## config.mk

```make
export PLATFORM = sky130hd
export DESIGN_NAME = wb_slot_reserve
export DESIGN_NICKNAME = d
export VERILOG_FILES = /design/src/rtl/wbsr_pkg.sv /design/src/rtl/wbsr_target.sv /design/src/rtl/wbsr_slot_ring.sv /design/src/rtl/wbsr_div_guard.sv /design/src/rtl/wb_slot_reserve.sv
export SDC_FILE = /design/constraint.sdc
export NUM_CORES = 1
export LEC_CHECK = 0
export ABC_AREA = 1
export BUFFER_PORTS_ARGS = -buffer_cell sky130_fd_sc_hd__clkbuf_2
export CORE_MARGIN = 8
export CORE_UTILIZATION = 53
export DETAILED_ROUTE_END_ITERATION = 16
export PLACE_DENSITY = 0.7
export SLEW_MARGIN = 0
export SYNTH_ARGS = -nofsm -noshare
export SYNTH_HDL_FRONTEND = slang
export SYNTH_HIERARCHICAL = 1
export SYNTH_SLANG_ARGS = --single-unit
```

## constraint.sdc

```tcl
create_clock -name clk -period 2 [get_ports clk]
set_input_delay 0 -clock clk [delete_from_list [all_inputs] [get_ports clk]]
set_output_delay 0 -clock clk [all_outputs]
set_load 0.02 [all_outputs]
```

## src/rtl/wbsr_pkg.sv

```systemverilog
package wbsr_pkg;

    // Instruction class codes seen at decode
    typedef enum logic [1:0] {
        OP_INT  = 2'd0,
        OP_FADD = 2'd1,
        OP_FMUL = 2'd2,
        OP_DIV  = 2'd3
    } op_class_e;

    // Divider occupancy guard states
    typedef enum logic {
        DG_IDLE = 1'b0,
        DG_BUSY = 1'b1
    } div_state_e;

    // Decode issue tracker states
    typedef enum logic {
        ISS_IDLE = 1'b0,
        ISS_WAIT = 1'b1
    } iss_state_e;

    function automatic int unsigned max2(input int unsigned a, input int unsigned b);
        return (a > b) ? a : b;
    endfunction

endpackage

```

## src/rtl/wbsr_target.sv

```systemverilog
module wbsr_target
    import wbsr_pkg::*;
#(
    parameter int unsigned LAT_INT  = 0,
    parameter int unsigned LAT_FADD = 3,
    parameter int unsigned LAT_FMUL = 6,
    parameter int unsigned LAT_DIV  = 25,
    parameter int unsigned WB_GAP   = 3,
    parameter int unsigned IDX_W    = 5
) (
    input  op_class_e        op_class,
    output logic [IDX_W-1:0] slot_idx
);

    localparam logic [IDX_W-1:0] IDX_INT  = IDX_W'(LAT_INT  + WB_GAP);
    localparam logic [IDX_W-1:0] IDX_FADD = IDX_W'(LAT_FADD + WB_GAP);
    localparam logic [IDX_W-1:0] IDX_FMUL = IDX_W'(LAT_FMUL + WB_GAP);
    localparam logic [IDX_W-1:0] IDX_DIV  = IDX_W'(LAT_DIV  + WB_GAP);

    // Distance in cycles from decode to this class's writeback slot
    always_comb begin
        unique case (op_class)
            OP_INT:  slot_idx = IDX_INT;
            OP_FADD: slot_idx = IDX_FADD;
            OP_FMUL: slot_idx = IDX_FMUL;
            OP_DIV:  slot_idx = IDX_DIV;
            default: slot_idx = IDX_INT;
        endcase
    end

endmodule

```

## src/rtl/wbsr_slot_ring.sv

```systemverilog
module wbsr_slot_ring #(
    parameter int unsigned DEPTH = 29,
    parameter int unsigned IDX_W = 5
) (
    input  logic             clk,
    input  logic             rst_n,
    input  logic [IDX_W-1:0] probe_idx,
    input  logic             book,
    output logic             probe_busy
);

    // slot_q[i] set: writeback port is taken i cycles from now
    logic [DEPTH-1:0] slot_q;
    logic [DEPTH-1:0] slot_d;

    // Each position takes its upper neighbour; the booked slot lands one
    // position lower because the whole vector moves at the same edge.
    for (genvar gi = 0; gi < DEPTH; gi++) begin : g_slot
        if (gi + 1 < DEPTH) begin : g_mid
            assign slot_d[gi] = slot_q[gi+1] ||
                                (book && (probe_idx == IDX_W'(gi + 1)));
        end else begin : g_top
            assign slot_d[gi] = 1'b0;
        end
    end

    always_ff @(posedge clk or negedge rst_n) begin
        if (!rst_n) begin
            slot_q <= '0;
        end else begin
            slot_q <= slot_d;
        end
    end

    assign probe_busy = (probe_idx < IDX_W'(DEPTH)) ? slot_q[probe_idx] : 1'b0;


    shift_adv_chk: assert property (@(posedge clk) disable iff (!rst_n)
        slot_q[1] |=> slot_q[0]);


    no_double_book_chk: assert property (@(posedge clk) disable iff (!rst_n)
        book |-> !probe_busy);

endmodule

```

## src/rtl/wbsr_div_guard.sv

```systemverilog
module wbsr_div_guard
    import wbsr_pkg::*;
#(
    parameter int unsigned LAT_DIV = 25,
    parameter int unsigned CNT_W   = 5
) (
    input  logic clk,
    input  logic rst_n,
    input  logic start,
    output logic busy
);

    if (LAT_DIV > 1) begin : g_guard
        localparam logic [CNT_W-1:0] HOLD_CNT = CNT_W'(LAT_DIV - 1);

        div_state_e       state_q, state_d;
        logic [CNT_W-1:0] cnt_q, cnt_d;

        // Next state and count
        always_comb begin
            state_d = state_q;
            cnt_d   = cnt_q;
            unique case (state_q)
                DG_IDLE: begin
                    if (start) begin
                        state_d = DG_BUSY;
                        cnt_d   = HOLD_CNT;
                    end
                end
                DG_BUSY: begin
                    if (cnt_q == CNT_W'(1)) begin
                        state_d = DG_IDLE;
                        cnt_d   = '0;
                    end else begin
                        cnt_d = cnt_q - CNT_W'(1);
                    end
                end
                default: begin
                    state_d = DG_IDLE;
                    cnt_d   = '0;
                end
            endcase
        end

        // State register
        always_ff @(posedge clk or negedge rst_n) begin
            if (!rst_n) begin
                state_q <= DG_IDLE;
                cnt_q   <= '0;
            end else begin
                state_q <= state_d;
                cnt_q   <= cnt_d;
            end
        end

        // Outputs
        always_comb begin
            unique case (state_q)
                DG_IDLE: busy = 1'b0;
                DG_BUSY: busy = 1'b1;
                default: busy = 1'b0;
            endcase
        end


        div_start_idle_chk: assert property (@(posedge clk) disable iff (!rst_n)
            start |-> (state_q == DG_IDLE));


        div_release_chk: assert property (@(posedge clk) disable iff (!rst_n)
            (state_q == DG_BUSY && cnt_q == CNT_W'(1)) |=> (state_q == DG_IDLE));


        div_cnt_live_chk: assert property (@(posedge clk) disable iff (!rst_n)
            (state_q == DG_BUSY) |-> (cnt_q != '0));
    end else begin : g_none
        assign busy = 1'b0;
    end

endmodule

```

## src/rtl/wb_slot_reserve.sv

```systemverilog
module wb_slot_reserve
    import wbsr_pkg::*;
#(
    parameter int unsigned LAT_INT  = 0,
    parameter int unsigned LAT_FADD = 3,
    parameter int unsigned LAT_FMUL = 6,
    parameter int unsigned LAT_DIV  = 25,
    parameter int unsigned WB_GAP   = 3
) (
    input  logic       clk,
    input  logic       rst_n,
    input  logic       dec_valid,
    input  logic [1:0] dec_class,
    output logic       issue_stall,
    output logic       issue_accept
);

    localparam int unsigned MAX_LAT = max2(max2(LAT_INT, LAT_FADD), max2(LAT_FMUL, LAT_DIV));
    localparam int unsigned DEPTH   = MAX_LAT + WB_GAP + 1;
    localparam int unsigned IDX_W   = $clog2(DEPTH + 1);
    localparam int unsigned CNT_W   = $clog2(LAT_DIV + 1);

    op_class_e        cls;
    logic [IDX_W-1:0] tgt_idx;
    logic             slot_taken;
    logic             div_busy;
    logic             div_block;
    logic             do_accept;

    assign cls = op_class_e'(dec_class);

    wbsr_target #(
        .LAT_INT (LAT_INT),
        .LAT_FADD(LAT_FADD),
        .LAT_FMUL(LAT_FMUL),
        .LAT_DIV (LAT_DIV),
        .WB_GAP  (WB_GAP),
        .IDX_W   (IDX_W)
    ) u_target (
        .op_class(cls),
        .slot_idx(tgt_idx)
    );

    wbsr_slot_ring #(
        .DEPTH(DEPTH),
        .IDX_W(IDX_W)
    ) u_ring (
        .clk       (clk),
        .rst_n     (rst_n),
        .probe_idx (tgt_idx),
        .book      (do_accept),
        .probe_busy(slot_taken)
    );

    wbsr_div_guard #(
        .LAT_DIV(LAT_DIV),
        .CNT_W  (CNT_W)
    ) u_div (
        .clk  (clk),
        .rst_n(rst_n),
        .start(do_accept && (cls == OP_DIV)),
        .busy (div_busy)
    );

    // Issue decision
    assign div_block   = (cls == OP_DIV) && div_busy;
    assign issue_stall = dec_valid && (slot_taken || div_block);
    assign do_accept   = dec_valid && !slot_taken && !div_block;
    assign issue_accept = do_accept;

    // Issue tracker: follows whether decode holds a stalled instruction
    iss_state_e iss_q, iss_d;
    op_class_e  held_q;

    always_comb begin
        iss_d = iss_q;
        unique case (iss_q)
            ISS_IDLE: if (issue_stall)  iss_d = ISS_WAIT;
            ISS_WAIT: if (issue_accept) iss_d = ISS_IDLE;
            default:  iss_d = ISS_IDLE;
        endcase
    end

    always_ff @(posedge clk or negedge rst_n) begin
        if (!rst_n) begin
            iss_q  <= ISS_IDLE;
            held_q <= OP_INT;
        end else begin
            iss_q  <= iss_d;
            held_q <= cls;
        end
    end


    hold_stable_chk: assert property (@(posedge clk) disable iff (!rst_n)
        (iss_q == ISS_WAIT) |-> (dec_valid && cls == held_q));


    div_gate_chk: assert property (@(posedge clk) disable iff (!rst_n)
        (issue_accept && cls == OP_DIV) |-> !div_busy);

endmodule

```

# After elaboration in Yosys (flattened, before gate mapping)
# Index checks and enable logic that the tools add are counted.
dict set report word_totals {
  register_bits 34
  in_bits 5
  output_inout_bits 2
  elab_cells 115
}
dict set report op_classes {
  n_addsub 1
  magnitude_cmp 2
  eq_ne 33
  n_mux 11
  n_bitwise 1
  n_reduce_logical 64
}
# operator n
set op_table {}
lappend op_table {{5-bit == test, second input constant} 13}
lappend op_table {{5-bit by 4-bit == test with 1-bit output, second input constant} 8}
lappend op_table {{1-bit logical AND} 33}
lappend op_table {{1-bit logical OR} 28}
lappend op_table {{5-bit by 3-bit == test with 1-bit output, second input constant} 4}
lappend op_table {{5-bit one-hot mux with 4 select lines} 1}
lappend op_table {{5-bit by 1-bit == test with 1-bit output, second input constant} 2}
lappend op_table {{5-bit by 2-bit == test with 1-bit output, second input constant} 2}
lappend op_table {{5-bit two-way mux} 2}
lappend op_table {{5-bit one-hot mux with 2 select lines} 1}
lappend op_table {{5-bit by 6-bit less-than comparator with 1-bit output, second input constant} 1}
lappend op_table {{1-bit binary-select mux with 5-bit select} 1}
lappend op_table {{5-bit less-than comparator, second input constant} 1}
lappend op_table {{5-bit by 1-bit subtractor with 5-bit output, second input constant} 1}
lappend op_table {{2-bit == test, second input constant} 2}
lappend op_table {{1-bit two-way mux} 4}
lappend op_table {{1-bit one-hot mux with 2 select lines} 2}
lappend op_table {{2-bit by 1-bit == test with 1-bit output, second input constant} 1}
lappend op_table {{1-bit logical NOT} 2}
lappend op_table {{2-bit logical NOT} 1}
lappend op_table {{2-bit by 1-bit inequality test with 1-bit output, second input constant} 1}
lappend op_table {{1-bit inverter} 1}

# Longest topological paths before layout
# Gate-level depths: netlist (run 1).
dict set report depth {
  depth_word 11
  mapped_depth 19
  ltp_nobuf 19
}

# Modules after synthesis
# The synthesis (run 1) kept the hierarchy.
# mod instances cells_per_inst area_per_inst_um2 seq_area_each_um2
set by_module_without_submodules {}
lappend by_module_without_submodules {wbsr_slot_ring 1 167 1345.0 700.7}
lappend by_module_without_submodules {wbsr_div_guard 1 48 347.8 150.1}
lappend by_module_without_submodules {wb_slot_reserve 1 9 52.6 0.0}
lappend by_module_without_submodules {wbsr_target 1 6 22.5 0.0}

# Worst setup path after synthesis (run 1)
# OpenSTA, ideal clock, no wires.
dict set report synth_timing {
  kind {reg2reg}
  start {reg u_ring.slot_q[13]}
  end {reg u_ring.slot_q[15]}
  setup_ns 0.083
  arrival_time_ns 1.632
  t_required_ns 1.917
  slack_ns 0.285
  path_stages_with_launch 15
  synth_period_minus_slack_ns 1.715
  cell_sequence {dfrtp_1 -> nand2_1 -> o21ai_0 -> nand2_1 -> nand2_1 -> nand2_1 -> nand2_1 -> o21ai_1 -> nand2_1 -> inv_1 -> nand3_1 -> inv_1 -> nand2_1 -> clkbuf_1 -> o21ai_0}
}
dict set report synth_between {
  elab_chain_len 8
}
# item line
set synth_rtl {}
lappend synth_rtl {{from (decl)} wbsr_slot_ring.sv:13} ;# logic [DEPTH-1:0] slot_q;
lappend synth_rtl {{from (signal assigned)} wbsr_slot_ring.sv:31} ;# slot_q <= slot_d;
lappend synth_rtl {{1-bit binary-select mux with 5-bit select} wbsr_slot_ring.sv:35} ;# assign probe_busy = (probe_idx < IDX_W'(DEPTH)) ? slot_q[probe_idx] : 1'b0;
lappend synth_rtl {{1-bit two-way mux (not written as such)} wbsr_slot_ring.sv:35}
lappend synth_rtl {{1-bit two-way mux} wbsr_slot_ring.sv:35}
lappend synth_rtl {{net slot_taken} wb_slot_reserve.sv:25} ;# logic slot_taken;
lappend synth_rtl {{1-bit logical NOT} wb_slot_reserve.sv:68} ;# assign do_accept = dec_valid && !slot_taken && !div_block;
lappend synth_rtl {{1-bit logical AND (2 in a row)} wb_slot_reserve.sv:68}
lappend synth_rtl {{net issue_accept} wb_slot_reserve.sv:15} ;# output logic issue_accept
lappend synth_rtl {{1-bit logical AND} wbsr_slot_ring.sv:21} ;# (book && (probe_idx == IDX_W'(gi + 1)));
lappend synth_rtl {{1-bit logical OR} wbsr_slot_ring.sv:20} ;# assign slot_d[gi] = slot_q[gi+1] ||
lappend synth_rtl {{net u_ring.slot_d[15]} wbsr_slot_ring.sv:14} ;# logic [DEPTH-1:0] slot_d;
# The timed path passes the listed nets, and every way through them passes these cells. The select of a mux whose other input is x is not followed.
# A chain may end at the register's enable or synchronous reset.

# Worst setup path after layout (run 1)
dict set report layout_timing {
  start {reg u_ring.slot_q[3]}
  end {out issue_accept}
}
dict set report layout_between {
  elab_chain_len 6
}
# item line
set layout_rtl {}
lappend layout_rtl {{1-bit binary-select mux with 5-bit select} wbsr_slot_ring.sv:35}
lappend layout_rtl {{1-bit two-way mux (not written as such)} wbsr_slot_ring.sv:35}
lappend layout_rtl {{1-bit two-way mux} wbsr_slot_ring.sv:35}
lappend layout_rtl {{net slot_taken} wb_slot_reserve.sv:25}
lappend layout_rtl {{1-bit logical NOT} wb_slot_reserve.sv:68}
lappend layout_rtl {{1-bit logical AND (2 in a row)} wb_slot_reserve.sv:68}
lappend layout_rtl {{to (decl)} wb_slot_reserve.sv:15}
# The timed path passes the listed nets, and every way through them passes these cells. The select of a mux whose other input is x is not followed.

==> results of run 1 <==
## kinds of logic after synthesis
family	after synthesis	synth area share
flops	34	0.4812
compound gates	39	0.1415
simple gates	118	0.2739
buf+inv	37	0.08917
fa+ha+maj	2	0.01415
## critical path: cells and delay by family (launching register included)
family | cells | cell delay (ps)
AOI/OAI and AO/OA | 2 | 180
buffers and inverters | 3 | 440
and+or+nand+nor | 7 | 430
DFF | 1 | 400
## worst paths after layout
check	start	to	slack, ps	depth (start not counted)
max in group asynchronous	rst_n	u_ring/slot_q[19]$_DFF_PN0_	1220	2
hold reg to reg	u_ring/slot_q[19]$_DFF_PN0_	u_ring/slot_q[18]$_DFF_PN0_	450	2
min in group asynchronous	rst_n	u_ring/slot_q[24]$_DFF_PN0_	280	2
setup / recovery	u_ring/slot_q[3]$_DFF_PN0_	issue_accept	220	12
hold / removal	dec_class[1]	u_ring/slot_q[0]$_DFF_PN0_	180	5
setup reg to reg	u_ring/slot_q[3]$_DFF_PN0_	u_ring/slot_q[9]$_DFF_PN0_	240	14
## sequential cells by signal, summed over array words and instances (netlist names)
signal and count:
u_ring/slot_q 28, u_div/g_guard.cnt_q 5, u_div/g_guard.state_q 1
## layer usage
layer,part of all wire,vias up,track usage,routed length (um)
met5,0,-,0,0
met4,0.022,0,0.06652,79
met3,0.024,10,0.04093,87
met2,0.47,12,0.2589,1694
met1,0.48,683,0.1849,1721
li1,-,748,-,-
## metrics by stage
step                      cell area, sq um    util  worst slack, ps  total power, W  hold slack (ps)
after floorplan                       1768       -            285.1        0.001296           -295.6
after detailed placement              1886  0.5787            161.6        0.001442            135.1
final                                 1956  0.6002            224.7        0.001818            184.8
after CTS                             1956  0.6002            217.7        0.001841            178.2
after global routing                  1956  0.6002            8.390        0.001975            202.9
after global placement                1886  0.5787            188.2        0.001431            128.7
## repair_timing
action                     in CTS  in global routing
setup endpoints to repair       0                  1
hold endpoints to repair       34                  0
hold buffers                    1                  0
gates resized for setup         0                  1
## synthesized netlist by cell type
cell | number | share of area
inv_1 | 28 | 0.059
buf_6 | 2 | 0.013
nor2_4 | 1 | 0.0064
dfrtp_1 | 34 | 0.48
nand2_2 | 1 | 0.0035
clkbuf_1 | 4 | 0.0085
o21bai_1 | 16 | 0.068
o21ai_0 | 13 | 0.037
inv_2 | 2 | 0.0042
buf_4 | 1 | 0.0042
nand3_2 | 1 | 0.0057
nand2_1 | 90 | 0.19
a21oi_1 | 1 | 0.0028
nor3_1 | 1 | 0.0028
nor2_1 | 12 | 0.025
a21oi_2 | 1 | 0.0050
nand3_1 | 8 | 0.023
nor3_2 | 1 | 0.0057
nor2_2 | 2 | 0.0071
a41o_1 | 2 | 0.011
or2_2 | 1 | 0.0035
ha_1 | 2 | 0.014
o21ai_1 | 5 | 0.014
a31oi_1 | 1 | 0.0035
## area by class of cell
type,instances,area share
Inverter,30,0.05758
Multi-Input combinational cell,159,0.3884
Tap cell,46,0.02943
Timing Repair Buffer,17,0.05886
Clock buffer,7,0.02815
Clock inverter,1,0.002559
Sequential cell,34,0.4351
## power by group
part / switching (W) / total, W / internal, W
Sequential: 0.000113 / 0.000923 / 0.000810
Clock: 0.000223 / 0.000393 / 0.000170
Combinational: 0.000303 / 0.000502 / 0.000199
==> summary.md, run 1 <==
| Metric | Value |
|---|---|
| Outcome | `finished clean` |
| Post-Synthesis Cell Area | `1768 sq um` |
| Starting DRC count in detailed routing | `137` |
| Nets | `254` |
| Die area | `5440 sq um` |
| Slew HR | `0.4636` |
| P_leak | `1.033 nW` |
| Critical-path cell list | `nand2_1, o21ai_0, nand2_1, nand2_1, nand2_1, nand2_1, o21ai_1, nand2_1, inv_1, nand3_1, inv_1, clkbuf_2` |
| Hold Crit Class | `input port to register` |
| Top fanout value on the critical path | `5` |
| CTS sink count | `34` |
| Slowest-stage cell, CP | `dfrtp_1` |
| Pwr/cell area | `929.7 nW/um^2` |
| Slew @ Worst Pin | `804.5 ps` |
| Crit path time final | `1775 ps` |
| Hpwl dp | `2665 um` |
| Mapped Nets | `237` |
| Clock skew | `8.640 ps` |
| Layout cells sized above 1 | `0.1331` |
| Maximum vdd drop | `0.0007714 V` |
| Final Hold Fails | `0` |
| Antenna cell count | `0` |
| Via Count | `1453` |
| Fin crit share | `0.8877` |
| First-pass GRT wire length | `6486 um` |
| Max incr delay on CP | `400 ps` |
| Sequential-to-total area share from yosys stat | `0.4812` |
| Max Freq | `563.3 MHz` |
| Multi-input logic area | `759.5 sq um` |
| Req. time, crit path | `2000 ps` |
| DR DRC count | `0` |
| Post-Layout Cell Count | `294` |
| GRT Util Overall | `0.1563` |
| Max-cap violation count | `0` |
| H-tree levels | `2` |
| Syn Area/Cell | `7.687 sq um` |
| Max Slew Vio Count | `0` |
| Fill count | `317` |
| Clk_lat worst skew | `340 ps` |
| CTS tree | `yes` |
| Area growth syn-to-layout | `10.62%` |
| Clk buf depth | `2` |
| Number of port buffers | `6` |
| Largest net degree at the start of global routing | `35` |
| Crit Path Class | `register to output port` |
| CP most frequent cell | `nand2_1` |
| Unique masters post-synth | `24` |
| Setup TNS Final | `0 ps` |
| Post CTS Setup Buffer Count | `0` |
| Grt ovf | `0` |
| Routed Antenna Nets | `0` |
| Commonest non-fill, non-tap cells in the layout | `nand2_1, dfrtp_1, inv_1` |
| Mean routed wirelength per cell | `12.19 um` |
| Post-Syn Instances | `230` |
| Number of I/O pins | `7` |
| Total core area | `3258 sq um` |
| FF/Latch Area | `850.8 sq um` |
| Worst setup EP type | `output port` |
| Vias in the first global route | `1448` |
| Clock-pin slew on the worst setup and hold paths | `100 ps` |
| Antenna violations before repair | `0` |
| RSZ-0062 raised after global routing | `false` |
| Critical path launch point type | `register` |
| Routed WL | `3583 um` |
| Gpl congestion | `0.9206` |
| DP Cell Count | `285` |
| Die Span Y | `73.76 um` |
| Num CTS Buffers | `5` |
| DRT Pass-1 Iters | `4` |
| Initial core utilization | `0.5426` |
| WP data arrival | `1780 ps` |
| Ys Warns | `6` |
| Most common cell after layout, fill and taps aside | `nand2_1` |
| Row cnt | `21` |
| Vias/cell | `4.942` |
| Die width | `73.76 um` |
| Root Buffer | `clkbuf_4` |
| Final setup fails | `0` |
| FF+latch count, synth | `34` |
(Power assumes the default switching activity.)
==> run 2: changes to the inputs <==
--- a/config.mk
+++ b/config.mk
@@ -11,6 +11,7 @@
 export CORE_UTILIZATION = 53
 export DETAILED_ROUTE_END_ITERATION = 16
 export PLACE_DENSITY = 0.7
+export RECOVER_POWER = 25
 export SLEW_MARGIN = 0
 export SYNTH_ARGS = -nofsm -noshare
 export SYNTH_HDL_FRONTEND = slang
==> constraint.sdc (replaced) <==
create_clock -name clk -period 1.9 [get_ports clk]
set_input_delay 0 -clock clk [delete_from_list [all_inputs] [get_ports clk]]
set_output_delay 0 -clock clk [all_outputs]
set_load 0.02 [all_outputs]
==> run 2 against run 1 <==
Compared with the run above: setup slack worse by 48 ps; critical endpoint is now u_ring/slot_q[25]$_DFF_PN0_; clock-buffer cell count did not move; sequential cell count unchanged; die area is the same; routed wire length grew 0.11%; clock power down 10%.
==> summary.md, run 2 (synthesis gave the netlist of run 1 again) <==
| Metric | Value |
|---|---|
| DR DRC count | `0` |
| Antenna cell count | `0` |
| CP most frequent cell | `nand2_1` |
| Critical-path cell list | `nand2_1, o21ai_0, nand2_1, nand2_1, nand2_1, nand2_1, o21ai_1, nand2_1, inv_1, nand3_1, inv_2, nand2_1, buf_4, o21ai_0` |
| RR Startpoint | `u_ring/slot_q[3]$_DFF_PN0_` |
| Fin crit share | `0.9068` |
| Most common cell after layout, fill and taps aside | `nand2_1` |
| Commonest non-fill, non-tap cells in the layout | `nand2_1, dfrtp_1, inv_1` |
| DP Cell Count | `287` |
| Vias in the first global route | `1405` |
| Root Buffer | `clkbuf_4` |
| Post-Layout Cell Count | `295` |
| Largest register by flop count | `u_ring/slot_q` |
| FF/Latch Area | `850.8 sq um` |
| Clk_lat worst skew | `320 ps` |
| Top fanout value on the critical path | `7` |
| Slew @ Worst Pin | `813.4 ps` |
| Starting DRC count in detailed routing | `126` |
| Hold Path Stages | `4` |
| Grt ovf | `0` |
| Setup TNS Final | `0 ps` |
| Die Span Y | `73.76 um` |
| Flop pwr share | `0.525` |
| Regs by FF count | `u_ring/slot_q: 28 flops, u_div/g_guard.cnt_q: 5 flops, u_div/g_guard.state_q: 1 flops` |
| Clock-pin slew on the worst setup and hold paths | `100 ps` |
| Final worst-path setup slack | `177.0 ps` |
| Clk buf depth | `2` |
| Slowest-stage cell, CP | `dfrtp_1` |
| Hold Crit Class | `input port to register` |
| H-tree levels | `2` |
| Dpl ws | `183.0 ps` |
| FF-to-FF End | `u_ring/slot_q[25]$_DFF_PN0_` |
| Net Switching | `0.0006491 W` |
| Sw Share | `0.3498` |
| P_leak | `1.037 nW` |
| Layout cells sized above 1 | `0.1365` |
| Hpwl dp | `2669 um` |
| R2r worst-path depth | `14` |
| Max-cap violation count | `0` |
| Total core area | `3258 sq um` |
| DRT Pass-1 Iters | `4` |
| WP data arrival | `1950 ps` |
| Number of I/O pins | `7` |
| Crit Path Class | `register to register` |
| Mean routed wirelength per cell | `12.16 um` |
| First-pass GRT wire length | `6334 um` |
| Worst reg-to-reg setup slack | `180 ps` |
| GRT Util Overall | `0.1526` |
| Area after DPL | `1913 sq um` |
| Maximum vdd drop | `0.0006155 V` |
| Outcome | `finished clean` |
| Via Count | `1445` |
| Req. time, crit path | `2130 ps` |
| RSZ-0062 raised after global routing | `false` |
| Final core utilization | `0.6041` |
| CTS tree | `yes` |
| Max incr delay on CP | `390 ps` |
| Number of port buffers | `6` |
| Clock power frac | `0.190` |
| Multi-input logic area | `759.5 sq um` |
| Vias/cell | `4.898` |
| Crit path time final | `1723 ps` |
| Routed Antenna Nets | `0` |
| Row cnt | `21` |
| Largest net degree at the start of global routing | `35` |
| Area growth syn-to-layout | `11.32%` |
| Antenna violations before repair | `0` |
| P_int | `0.001207 W` |
| CP top delay family | `simple AND/OR/NAND/NOR gates` |
| Nets | `256` |
| Cell area after layout | `1968 sq um` |
| Pwr/cell area | `942.8 nW/um^2` |
| Final Hold Fails | `0` |
| Routed WL | `3587 um` |
| Slew HR | `0.4577` |
| Combinational group share of total power | `0.285` |
| Max Freq | `580.4 MHz` |
| Critical path buffer and inverter count | `3` |
| Die area | `5440 sq um` |
| Gpl congestion | `0.9250` |
| Min-Delay Endpoint | `u_ring/slot_q[13]$_DFF_PN0_` |
| Final setup fails | `0` |
| Critical Path Stages | `14` |
| Fill count | `321` |
| Worst setup EP type | `register` |
| Initial core utilization | `0.5426` |
| Die width | `73.76 um` |
| Critical path launch point type | `register` |
| Clock skew | `9.299 ps` |
| CTS sink count | `34` |
| Hold_sp | `dec_valid` |
| Num CTS Buffers | `5` |
| Number of flip-flops in the largest register | `28` |
| Max Slew Vio Count | `0` |
## run 2: layout make-up
type | count | share of cell area
Timing Repair Buffer | 19 | 0.07247
Multi-Input combinational cell | 159 | 0.3859
Clock buffer | 7 | 0.02289
Inverter | 30 | 0.05722
Tap cell | 46 | 0.02924
Sequential cell | 34 | 0.4323
## run 2: power by group through the flow
stage	clock, W	sequential, W	combinational, W
4_1_cts	0.000367	0.000975	0.000535
5_1_grt	0.000404	0.000993	0.000614
6_report	0.000352	0.000973	0.000530
2_1_floorplan	0	0.000956	0.000408
3_3_place_gp	0	0.000989	0.000521
3_5_place_dp	0	0.000988	0.000532
## run 2: metrics by stage
stage / hold slack, ps / total power [W]
global placement: 126.5 / 0.001509
global route: 187.7 / 0.002011
detailed placement: 140.5 / 0.001519
floorplan: -295.6 / 0.001364
finish: 169.6 / 0.001856
CTS: 181.1 / 0.001876
## run 2: worst max path at each step
stage	from	end	slack (ps)
3_5_place_dp	dec_class[0]	u_ring/slot_q[25]$_DFF_PN0_	180
4_1_cts	u_ring/slot_q[3]$_DFF_PN0_	u_ring/slot_q[25]$_DFF_PN0_	160
3_3_place_gp	u_ring/slot_q[3]$_DFF_PN0_	u_ring/slot_q[25]$_DFF_PN0_	190
6_report	u_ring/slot_q[3]$_DFF_PN0_	u_ring/slot_q[25]$_DFF_PN0_	180
2_1_floorplan	u_ring/slot_q[13]$_DFF_PN0_	u_ring/slot_q[15]$_DFF_PN0_	190
5_1_grt	u_ring/slot_q[24]$_DFF_PN0_	u_div/g_guard.cnt_q[3]$_DFFE_PN0P_	4
## run 2: timing repair
item	in CTS	in global routing
resized for setup	0	1
endpoints found under the setup margin	0	11
hold buffers	1	0
hold endpoints to repair	34	0
setup buffers	0	0
## run 2: routing by layer
layer / GRT usage / part of all wire / vias to the layer above
li1: - / - / 750
met1: 0.1768 / 0.44 / 662
met3: 0.04775 / 0.034 / 6
met4: 0.06208 / 0.018 / 0
met2: 0.2530 / 0.50 / 27
met5: 0 / 0 / -
## run 2: worst min-delay path: stages
cell      delay (ps)
clkbuf_2         100
nand3_1           80
inv_2             90
a41o_1           180
